--- config.mk ---
export PLATFORM = sky130hd
export DESIGN_NAME = hcrp_top
export DESIGN_NICKNAME = d
export VERILOG_FILES = /design/src/rtl/hcrp_pkg.sv /design/src/rtl/hcrp_edge.sv /design/src/rtl/hcrp_outreg.sv /design/src/rtl/hcrp_shifter.sv /design/src/rtl/hcrp_top.sv
export SDC_FILE = /design/constraint.sdc
export NUM_CORES = 1
export LEC_CHECK = 0
export BUFFER_PORTS_ARGS = -buffer_cell sky130_fd_sc_hd__buf_2
export CAP_MARGIN = 10
export CORE_AREA = 2 2 82 84
export CTS_BUF_LIST = sky130_fd_sc_hd__clkbuf_2 sky130_fd_sc_hd__clkbuf_4 sky130_fd_sc_hd__clkbuf_8
export DETAILED_ROUTE_END_ITERATION = 8
export DIE_AREA = 0 0 84 86
export PLACE_DENSITY = 0.72
export SLEW_MARGIN = 30
export SYNTH_ARGS = -nofsm -noshare
export SYNTH_HDL_FRONTEND = slang
export SYNTH_SLANG_ARGS = --single-unit
--- constraint.sdc ---
create_clock -name clk -period 2.44 [get_ports clk]
set_clock_uncertainty 0.1 [all_clocks]
set_input_delay 0.366 -clock clk [delete_from_list [all_inputs] [get_ports clk]]
set_output_delay 0.366 -clock clk [all_outputs]
set_load 0.05 [all_outputs]
--- src/rtl/hcrp_pkg.sv ---
package hcrp_pkg;
    localparam int REG_W = 24;
    localparam int CNT_W = $clog2(REG_W + 1);

    typedef enum logic [1:0] {
        SRC_OUT  = 2'd0,
        SRC_CTRL = 2'd1,
        SRC_CAL  = 2'd2
    } src_e;
endpackage

--- src/rtl/hcrp_edge.sv ---
module hcrp_edge #(
    parameter bit IDLE = 1'b0
) (
    input  logic clk,
    input  logic rst_n,
    input  logic lvl,
    output logic rise,
    output logic fall
);
    logic prev_d, prev_q;

    always_comb begin
        prev_d = lvl;
        rise   = lvl & ~prev_q;
        fall   = ~lvl & prev_q;
    end

    always_ff @(posedge clk or negedge rst_n) begin
        if (!rst_n) prev_q <= IDLE;
        else        prev_q <= prev_d;
    end
endmodule

--- src/rtl/hcrp_outreg.sv ---
module hcrp_outreg #(
    parameter int OUT_W = 16
) (
    input  logic             clk,
    input  logic             rst_n,
    input  logic             load_new,
    input  logic [OUT_W-1:0] new_word,
    input  logic             block_load,
    input  logic             out_done,
    output logic [OUT_W-1:0] out_word,
    output logic             rdy_n
);
    typedef struct packed {
        logic [OUT_W-1:0] word;
        logic             rdy_n;
    } oreg_t;

    oreg_t st_d, st_q;

    always_comb begin
        st_d = st_q;
        if (out_done)
            st_d.rdy_n = 1'b1;
        if (load_new && !block_load) begin
            st_d.word  = new_word;
            st_d.rdy_n = 1'b0;
        end
    end

    always_ff @(posedge clk or negedge rst_n) begin
        if (!rst_n) st_q <= '{word: '0, rdy_n: 1'b1};
        else        st_q <= st_d;
    end

    assign out_word = st_q.word;
    assign rdy_n    = st_q.rdy_n;


    rdy_fall_chk: assert property (@(posedge clk) disable iff (!rst_n)
        $fell(st_q.rdy_n) |-> $past(load_new));

    drop_hold_chk: assert property (@(posedge clk) disable iff (!rst_n)
        (load_new && block_load) |=> $stable(st_q.word));
endmodule

--- src/rtl/hcrp_shifter.sv ---
module hcrp_shifter
    import hcrp_pkg::*;
#(
    parameter int OUT_W = 16
) (
    input  logic             clk,
    input  logic             rst_n,
    input  logic             start,
    input  src_e             start_src,
    input  logic [REG_W-1:0] start_word,
    input  logic             hclk_fall,
    input  logic             frame_n,
    output logic             active,
    output src_e             cur_src,
    output logic             msb,
    output logic             done
);
    typedef struct packed {
        logic             active;
        src_e             src;
        logic [REG_W-1:0] sh;
        logic [CNT_W-1:0] left;
    } shst_t;

    localparam logic [CNT_W-1:0] OUT_LEN = CNT_W'(OUT_W);
    localparam logic [CNT_W-1:0] REG_LEN = CNT_W'(REG_W);

    shst_t st_d, st_q;
    logic  step;

    always_comb begin
        st_d = st_q;
        done = 1'b0;
        step = st_q.active && hclk_fall && !frame_n;
        if (!st_q.active && start) begin
            st_d.active = 1'b1;
            st_d.src    = start_src;
            st_d.sh     = start_word;
            st_d.left   = (start_src == SRC_OUT) ? OUT_LEN : REG_LEN;
        end else if (step) begin
            st_d.sh   = {st_q.sh[REG_W-2:0], 1'b0};
            st_d.left = st_q.left - 1'b1;
            if (st_q.left == CNT_W'(1)) begin
                st_d.active = 1'b0;
                done        = 1'b1;
            end
        end
    end

    always_ff @(posedge clk or negedge rst_n) begin
        if (!rst_n) st_q <= '{active: 1'b0, src: SRC_OUT, sh: '0, left: '0};
        else        st_q <= st_d;
    end

    assign active  = st_q.active;
    assign cur_src = st_q.src;
    assign msb     = st_q.sh[REG_W-1];


    pause_hold_chk: assert property (@(posedge clk) disable iff (!rst_n)
        (st_q.active && frame_n) |=> $stable(st_q.left) && $stable(st_q.sh));

    len_bound_chk: assert property (@(posedge clk) disable iff (!rst_n)
        st_q.active |-> (st_q.left != '0) && (st_q.left <= REG_LEN));
endmodule

--- src/rtl/hcrp_top.sv ---
module hcrp_top
    import hcrp_pkg::*;
#(
    parameter int OUT_W = 16
) (
    input  logic             clk,
    input  logic             rst_n,
    input  logic             hclk,
    input  logic             frame_n,
    input  logic             addr_sel,
    input  logic             cal_sel,
    input  logic             load_new,
    input  logic [OUT_W-1:0] new_word,
    input  logic [REG_W-1:0] ctrl_word,
    input  logic [REG_W-1:0] cal_word,
    output logic             rdy_n,
    output logic             sdo,
    output logic             sdo_oe
);
    logic             hclk_rise, hclk_fall, frm_rise, frm_fall;
    logic             active, msb, done, start, out_done, block_load;
    src_e             req_src, cur_src;
    logic [REG_W-1:0] start_word;
    logic [OUT_W-1:0] out_word;

    hcrp_edge #(.IDLE(1'b0)) u_hclk_edge (
        .clk(clk), .rst_n(rst_n), .lvl(hclk), .rise(hclk_rise), .fall(hclk_fall));
    hcrp_edge #(.IDLE(1'b1)) u_frame_edge (
        .clk(clk), .rst_n(rst_n), .lvl(frame_n), .rise(frm_rise), .fall(frm_fall));

    always_comb begin
        if (!addr_sel)    req_src = SRC_CTRL;
        else if (cal_sel) req_src = SRC_CAL;
        else              req_src = SRC_OUT;
        unique case (req_src)
            SRC_CTRL: start_word = ctrl_word;
            SRC_CAL:  start_word = cal_word;
            default:  start_word = REG_W'(out_word) << (REG_W - OUT_W);
        endcase
        start      = frm_fall && !active && (req_src != SRC_OUT || !rdy_n);
        out_done   = done && (cur_src == SRC_OUT);
        block_load = (active && cur_src == SRC_OUT) || (start && req_src == SRC_OUT);
    end

    hcrp_shifter #(.OUT_W(OUT_W)) u_shifter (
        .clk(clk), .rst_n(rst_n), .start(start), .start_src(req_src),
        .start_word(start_word), .hclk_fall(hclk_fall), .frame_n(frame_n),
        .active(active), .cur_src(cur_src), .msb(msb), .done(done));

    hcrp_outreg #(.OUT_W(OUT_W)) u_outreg (
        .clk(clk), .rst_n(rst_n), .load_new(load_new), .new_word(new_word),
        .block_load(block_load), .out_done(out_done),
        .out_word(out_word), .rdy_n(rdy_n));

    assign sdo_oe = active && !frame_n;
    assign sdo    = sdo_oe ? msb : 1'b0;


    no_out_start_chk: assert property (@(posedge clk) disable iff (!rst_n)
        (frm_fall && !active && addr_sel && !cal_sel && rdy_n) |=> !active);

    rdy_rise_chk: assert property (@(posedge clk) disable iff (!rst_n)
        $rose(rdy_n) |-> $past(done && cur_src == SRC_OUT));

    ctrl_keeps_rdy_chk: assert property (@(posedge clk) disable iff (!rst_n)
        (done && cur_src != SRC_OUT && !load_new) |=> $stable(rdy_n));
endmodule

==> results.cfg, run 1 <==
[outcome]
status = finished, final reports clean

[detailed_routing]
vias = 2024
wirelength_um = 5610
route.detailed.drc = 0
drt-initial-drc-count = 80
dr.pass1.iters = 4
vias_per_cell = 5.16
ant_nets = 0
post_drt_wl_per_cell_um = 14.3

[grt]
antenna_found_initial = 0
grt_usage_pct = 16.5
grt_pass1_vias = 2082
grt_overflow_total = 0
grt_pass1_wl_um = 9560
grt_max_degree = 32

[timing]
rsz0062_at_grt = no
worst_slew_pin_slew_ps = 609
relSlewSlack_pct = 59.4
min_period_ps = 2130
final.period_utilization_pct = 87.3
setup_violations = 0
hold_viol = 0
final_max_slew_viol_count = 0
fmax_ghz = 0.469
fin_setup_tns_ps = 0
fin_hold_ws_ps = 87.3

[final_layout]
nets = 387
syn_to_final_growth_pct = 19.5
final_layout_size_suffix_gt1_share_pct = 45.1
diodes = 0

[die]
top_level_ports = 74
fp.dieW_um = 84
initial_utilization_pct = 44.6
die_h_um = 86
num_rows = 29
core-area_um2 = 6280
die_area_um2 = 7220

[synth]
synth_mux_area_share_pct = 31.7
synth_ff_type = dfrtp_1
synth_xor_area_share_pct = 0
synth_top_family_by_area = multiplexers
synthesis.nets = 314
yosys.area_share.simple_pct = 9.02
synth.top_cells.by_count = dfrtp_1 (49), mux2_2 (38), mux2i_1 (31)
seq_area_frac_synth_pct = 45.6
synth-async-reset-ratio_pct = 100
synth_cell_types = 37
yosysWarnings = 0
syn-cell-area_um2 = 2800
synthAdderAreaFrac_pct = 0.893
syn_inst = 241
synth_top_cell_area_share_pct = 43.7
synth_area_leaders = dfrtp_1 (44%), mux2_2 (15%), mux2i_1 (11%), mux2_4 (5.4%), a21oi_1 (5.2%)
synth.most_common_cell = dfrtp_1
synth-edff-count = 0
synth_compound_area_share_pct = 8.84
yosysTopAreaCell = dfrtp_1
synth-seq-cells = 51
syn_area_per_cell_um2 = 11.6

[clock_network]
cts.clk_slew.worst_paths_ps = 90
root_buffer = clkbuf_8
postCtsSetupRepairBufs = 0
cts_tree = yes
numCtsBuffers = 5
htreeDepth = 2
cts.path.max_buffers = 2
cts.sinks = 51
clock_latency_ps = 310

[placement]
numPortBuffers = 73
place_congestion = 0.816
hpwl_um = 4150

[min_path]
min_to = u_hclk_edge.prev_q$_DFF_PN0_
hold_depth = 1
min_from = hclk
hold_class = input port to flip-flop

[job]
cap_violations = 0

[worst_setup_path]
crit_type = flip-flop to flip-flop
arrival_ps = 2220
r2r-end = u_outreg.out_word[15]$_DFFE_PN0P_
reg2regPathDepth = 4
cp_max_fo = 16
worstSetupEndpointType = flip-flop
worstSetupStartpointType = flip-flop
r2r-start = u_frame_edge.prev_q$_DFF_PN1_
required_ps = 2530
reg2reg_slack_ps = 310

[power_and_ir_drop]
p_leak_uw = 0.00162
p_total_uw = 3110
ir_worst_vdd_mv = 0.384
pwr_density_cell_nw_per_um2 = 928
-- worst max path at each step --
stage,start,end,slack [ps]
floorplan,u_shifter.active$_DFFE_PN0P_,sdo,310
global placement,frame_n,u_outreg.out_word[10]$_DFFE_PN0P_,340
detailed placement,frame_n,u_outreg.out_word[15]$_DFFE_PN0P_,310
CTS,u_frame_edge.prev_q$_DFF_PN1_,u_outreg.out_word[15]$_DFFE_PN0P_,300
global route,u_frame_edge.prev_q$_DFF_PN1_,u_outreg.out_word[11]$_DFFE_PN0P_,260
finish,u_frame_edge.prev_q$_DFF_PN1_,u_outreg.out_word[15]$_DFFE_PN0P_,310
-- registers in the layout (all words and copies together), names as in the netlist --
name	count
u_outreg.rdy_n	1
u_hclk_edge.prev_q	1
u_shifter.cur_src	2
u_shifter.active	1
u_shifter.st_q	28
u_outreg.out_word	16
u_shifter.msb	1
u_frame_edge.prev_q	1
-- what timing repair did --
action | in CTS | in global routing
hold buffers | 1 | 0
endpoints found under the hold margin | 23 | 0
resized for setup | 0 | 0
-- logic make-up (layout without fill, tap and decap cells) --
kind of cell | after synthesis | count (layout)
compound gates | 41 | 41
fa+ha+maj | 2 | 2
buf+inv | 21 | 95
flops | 51 | 51
mux | 79 | 79
simple gates | 47 | 47
-- where the power goes --
part | internal (uW) | switching (uW)
registers | 1230 | 238
clock network | 217 | 282
logic | 696 | 439
total | 2150 | 959
-- critical path, cell delays in order (launching register included) --
cell and delay [ps]:
dfstp_2 520, or3b_1 500, o311ai_4 350, buf_12 210, mux2_2 350
-- per-stage QoR --
stage,cells,utilization [%],cell area (um2),setup slack (ps)
floorplan,241,-,2800,310
global placement,383,51.7,3250,336
finish,392,53.3,3350,309
global route,392,53.3,3350,255
detailed placement,383,51.7,3250,305
CTS,392,53.3,3350,298
-- cell type report --
type                            count  area [um2]
Multi-Input combinational cell    169        1410
Tap cell                           77        96.3
Clock inverter                      2        16.3
Inverter                            5        18.8
Fill cell                         576        2930
Sequential cell                    51        1280
Timing Repair Buffer               82         448
Clock buffer                        6        76.3
-- cells in the final DEF, fill, tap and decap left out, types with 2 or more instances in the layout --
master,n
ha_1,2
a21o_1,2
dfrtp_1,49
o21ai_0,3
dfstp_2,2
buf_2,73
and2_1,2
nor2b_1,10
inv_1,5
a21oi_1,29
mux2_4,10
nand2_1,6
mux2_2,38
nor2_1,18
clkbuf_8,5
buf_4,7
mux2i_1,31
-- layer usage --
layer / part of all wire [%] / global-route usage [%]
met1: 45 / 21.8
met2: 48 / 27.4
met3: 5.5 / 4.14
met4: 1.1 / 3.96
met5: 0 / 0
Power figures use the tool's default switching activity.
==> run 2, diff against run 1 <==
CORE_AREA = 2 2 93 95   (was 2 2 82 84)
DIE_AREA = 0 0 95 97   (was 0 0 84 86)
PLACE_DENSITY = 0.59   (was 0.72)
==> results.cfg, run 2 (synthesis results as in run 1) <==
[worst_setup_path]
reg2regPathDepth = 4
crit_type = flip-flop to flip-flop
crit_start = u_frame_edge.prev_q$_DFF_PN1_
cp_max_fo = 16
required_ps = 2540
r2r-end = u_outreg.out_word[15]$_DFFE_PN0P_
r2r-start = u_frame_edge.prev_q$_DFF_PN1_
worstSetupEndpointType = flip-flop
arrival_ps = 2240
reg2reg_slack_ps = 300
worstSetupStartpointType = flip-flop

[final_layout]
layout_commonest_cell = buf_2
final_layout_size_suffix_gt1_share_pct = 44.9
diodes = 0
post-route-util_pct = 41.7
syn_to_final_growth_pct = 20.9
largest_reg_flops = 28
nets = 386
layout_common_cells = buf_2 (73), dfrtp_1 (49), mux2_2 (38), mux2i_1 (31), a21oi_1 (29)
largest-register = u_shifter.st_q

[timing]
fin_setup_tns_ps = 0
min_period_ps = 2140
setup_violations = 0
rsz0062_at_grt = no
final.period_utilization_pct = 87.6
relSlewSlack_pct = 61.8
hold_viol = 0
final_max_slew_viol_count = 0
worst_slew_pin_slew_ps = 573
fin_hold_ws_ps = 83.9
fmax_ghz = 0.468

[detailed_routing]
dr.pass1.iters = 4
vias_per_cell = 4.70
drt-initial-drc-count = 51
ant_nets = 0
post_drt_wl_per_cell_um = 14.0
route.detailed.drc = 0
wirelength_um = 5870
vias = 1971

[min_path]
min_to = u_frame_edge.prev_q$_DFF_PN1_
hold_class = input port to flip-flop
min_from = frame_n
hold_depth = 1

[outcome]
status = finished, final reports clean

[placement]
place_congestion = 0.720
numPortBuffers = 73
hpwl_um = 4310

[clock_network]
clock_latency_ps = 310
cts_resized = 0
cts.sinks = 51
postCtsSetupRepairBufs = 0
cts_tree = yes
cts.clk_slew.worst_paths_ps = 100
numCtsBuffers = 5
root_buffer = clkbuf_8
htreeDepth = 2
hold_buffers = 1
cts.path.max_buffers = 2

[grt]
grt_pass1_wl_um = 9470
grt_max_degree = 44
grt_pass1_vias = 1923
grt_overflow_total = 0
antenna_found_initial = 0
grt_usage_pct = 13.3

[power_and_ir_drop]
p_total_uw = 3100
p_leak_uw = 0.00162
ir_worst_vdd_mv = 0.319
pwr_density_cell_nw_per_um2 = 915

[job]
cap_violations = 0

[die]
fp.dieW_um = 95
die_h_um = 97
num_rows = 33
top_level_ports = 74
initial_utilization_pct = 34.5
die_area_um2 = 9220
core-area_um2 = 8130
==> run 2: metrics by stage <==
| stage | cell area, um2 | std cells | worst slack [ps] |
|---|---|---|---|
| floorplan | 2800 | 241 | 310 |
| global placement | 3290 | 410 | 330 |
| detailed placement | 3290 | 410 | 289 |
| CTS | 3390 | 419 | 299 |
| global route | 3390 | 419 | 253 |
| finish | 3390 | 419 | 302 |
==> run 2: final cells by class <==
| class | count | area (um2) |
|---|---|---|
| clock buffer | 6 | 76.3 |
| clock inverter | 2 | 17.5 |
| fill | 792 | 4740 |
| inverter | 5 | 18.8 |
| multi-input combinational | 169 | 1410 |
| sequential | 51 | 1280 |
| tap | 105 | 131 |
| timing repair buffer | 81 | 453 |
==> run 2: worst max path at each step <==
stage	endpoint	slack, ps	depth (start not counted)
after floorplan	sdo	310	2
after global placement	u_outreg.out_word[10]$_DFFE_PN0P_	330	5
after detailed placement	u_outreg.out_word[15]$_DFFE_PN0P_	290	5
after CTS	u_outreg.out_word[15]$_DFFE_PN0P_	300	4
after global routing	u_outreg.out_word[10]$_DFFE_PN0P_	250	4
final	u_outreg.out_word[15]$_DFFE_PN0P_	300	4
==> run 2: power breakdown <==
group | switching [uW] | internal, uW
clock network | 292 | 218
logic | 428 | 695
registers | 237 | 1230
total | 956 | 2150
==> run 2: critical path, stage by stage (launching register included) <==
cell and delay, ps:
dfstp_2 520, or3b_1 490, o311ai_4 350, buf_12 210, mux2_2 350
==> run 2: per-layer routing <==
metal / vias up / wire (um) / track usage [%]
met1: 911 / 2780 / 19.2
met3: 9 / 369 / 2.73
li1: 998 / - / -
met4: 0 / 94 / 4.68
met5: - / 0 / 0
met2: 53 / 2620 / 19.6
==> run 3, diff against run 2 <==
CORE_AREA = 2 2 82 84   (was 2 2 93 95)
CTS_CLUSTER_DIAMETER = 30   (was not set)
DIE_AREA = 0 0 84 86   (was 0 0 95 97)
PLACE_DENSITY = 0.72   (was 0.59)
clock period = 2 ns   (was 2.44 ns; I/O delays follow)
==> results.cfg, run 3 (synthesis results as in run 1) <==
[final_layout]
largest-register = u_shifter.st_q
diodes = 0
final.fill_count = 559
layout_commonest_cell = buf_2
register_area_um2 = 1280
syn_to_final_growth_pct = 23.4
largest_reg_flops = 28
multi_input_area_um2 = 1420
final_layout_size_suffix_gt1_share_pct = 46.9
layout_common_cells = buf_2 (73), dfrtp_1 (49), mux2_2 (38), mux2i_1 (31), a21oi_1 (29)
nets = 394
post-route-util_pct = 55.1

[die]
core-area_um2 = 6280
top_level_ports = 74
die_h_um = 86
fp.dieW_um = 84
die_area_um2 = 7220
initial_utilization_pct = 44.6
num_rows = 29

[timing]
fin_setup_tns_ps = 0
hold_viol = 0
setup_violations = 0
final.period_utilization_pct = 97.7
worst_slew_pin_slew_ps = 516
fmax_ghz = 0.512
fin_hold_ws_ps = 43.7
min_period_ps = 1950
final_max_slew_viol_count = 0
rsz0062_at_grt = no
relSlewSlack_pct = 65.6
timing.final.ws_setup_ps = 46.1

[clock_network]
clock_latency_ps = 300
cts_tree = yes
cts.clk_slew.worst_paths_ps = 90
numCtsBuffers = 5
cts.sinks = 51
root_buffer = clkbuf_8
htreeDepth = 2
cts.path.max_buffers = 2

[power_and_ir_drop]
p_total_uw = 3960
ir_worst_vdd_mv = 0.464
seqPwrFrac_pct = 45.2
switchingPower_uw = 1160
p_int_uw = 2800
p_leak_uw = 0.00168
pwr_density_cell_nw_per_um2 = 1150
sw_frac_of_total_pct = 29.4
power_frac_comb_pct = 35.8
clkPwrFrac_pct = 19.0

[worst_setup_path]
crit_type = flip-flop to flip-flop
worstSetupEndpointType = flip-flop
required_ps = 2090
worstSetupStartpointType = flip-flop
arrival_ps = 2040
cp_max_fo = 16

[detailed_routing]
dr.pass1.iters = 4
route.detailed.drc = 0
drt-initial-drc-count = 62
post_drt_wl_per_cell_um = 13.9
ant_nets = 0
wirelength_um = 5540
vias = 2031
vias_per_cell = 5.09

[min_path]
hold_class = input port to flip-flop

[grt]
antenna_found_initial = 0
grt_max_degree = 32
grt_pass1_wl_um = 9490
grt_overflow_total = 0
grt_pass1_vias = 2116
grt_usage_pct = 16.0

[placement]
pre_cts_ws_ps = 21.2
hpwl_um = 4170
place_congestion = 0.752
numPortBuffers = 73

[job]
cap_violations = 0

[outcome]
status = finished, final reports clean
## run 3: cell types whose count changed in the layout (fill, tap and decap cells not counted), sizes merged
cell | previous run | this run
clkinv | 2 | 0
buf | 80 | 88
inv | 5 | 6
bufinv | 0 | 1
## run 3: per-stage QoR
step	std cells	cell area, um2
global placement	390	3330
finish	399	3460
CTS	399	3460
global route	399	3460
floorplan	241	2810
detailed placement	390	3330
## run 3: worst paths after layout
kind,from,endpoint,slack [ps],depth (start not counted)
max,u_frame_edge.prev_q$_DFF_PN1_,u_outreg.out_word[14]$_DFFE_PN0P_,50,4
min reg2reg,u_outreg.out_word[11]$_DFFE_PN0P_,u_outreg.out_word[11]$_DFFE_PN0P_,420,1
max in group asynchronous,rst_n,u_shifter.st_q[23]$_DFFE_PN0P_,860,3
min,hclk,u_hclk_edge.prev_q$_DFF_PN0_,40,1
max reg2reg,u_frame_edge.prev_q$_DFF_PN1_,u_outreg.out_word[14]$_DFFE_PN0P_,50,4
min in group asynchronous,rst_n,u_shifter.st_q[8]$_DFFE_PN0P_,400,2
## run 3: cell type report
cell class	count	area share (%)
clock buffer	6	2.39
clock inverter	2	1.12
inverter	5	0.542
multi-input combinational	169	41.0
sequential	51	37.0
tap	77	2.78
timing repair buffer	89	15.2
## run 3: timing repair
action,4_1_cts,5_1_grt
gates resized for setup,0,1
endpoints found under the setup margin,0,3
buffers inserted,0,0
hold buffers,1,0
endpoints found under the hold margin,18,0
## run 3: power groups by stage
stage | clock, uW | sequential [uW] | combinational, uW
after CTS | 773 | 1790 | 1440
after floorplan | 0 | 1720 | 1150
after global routing | 827 | 1850 | 1550
after global placement | 0 | 1790 | 1380
after detailed placement | 0 | 1800 | 1430
final | 754 | 1790 | 1420
## run 3: metal layers
metal | vias up | wire length (um) | GRT usage, %
met5 | - | 0 | 0
met4 | 0 | 49 | 3.23
met3 | 4 | 234 | 3.66
met2 | 43 | 2630 | 27.5
met1 | 962 | 2630 | 20.9
li1 | 1022 | - | -
## run 3: critical path, stage by stage (launching register included)
cell and delay, ps:
dfstp_2 520, or3b_4 390, o311ai_4 280, buf_12 210, mux2_2 350
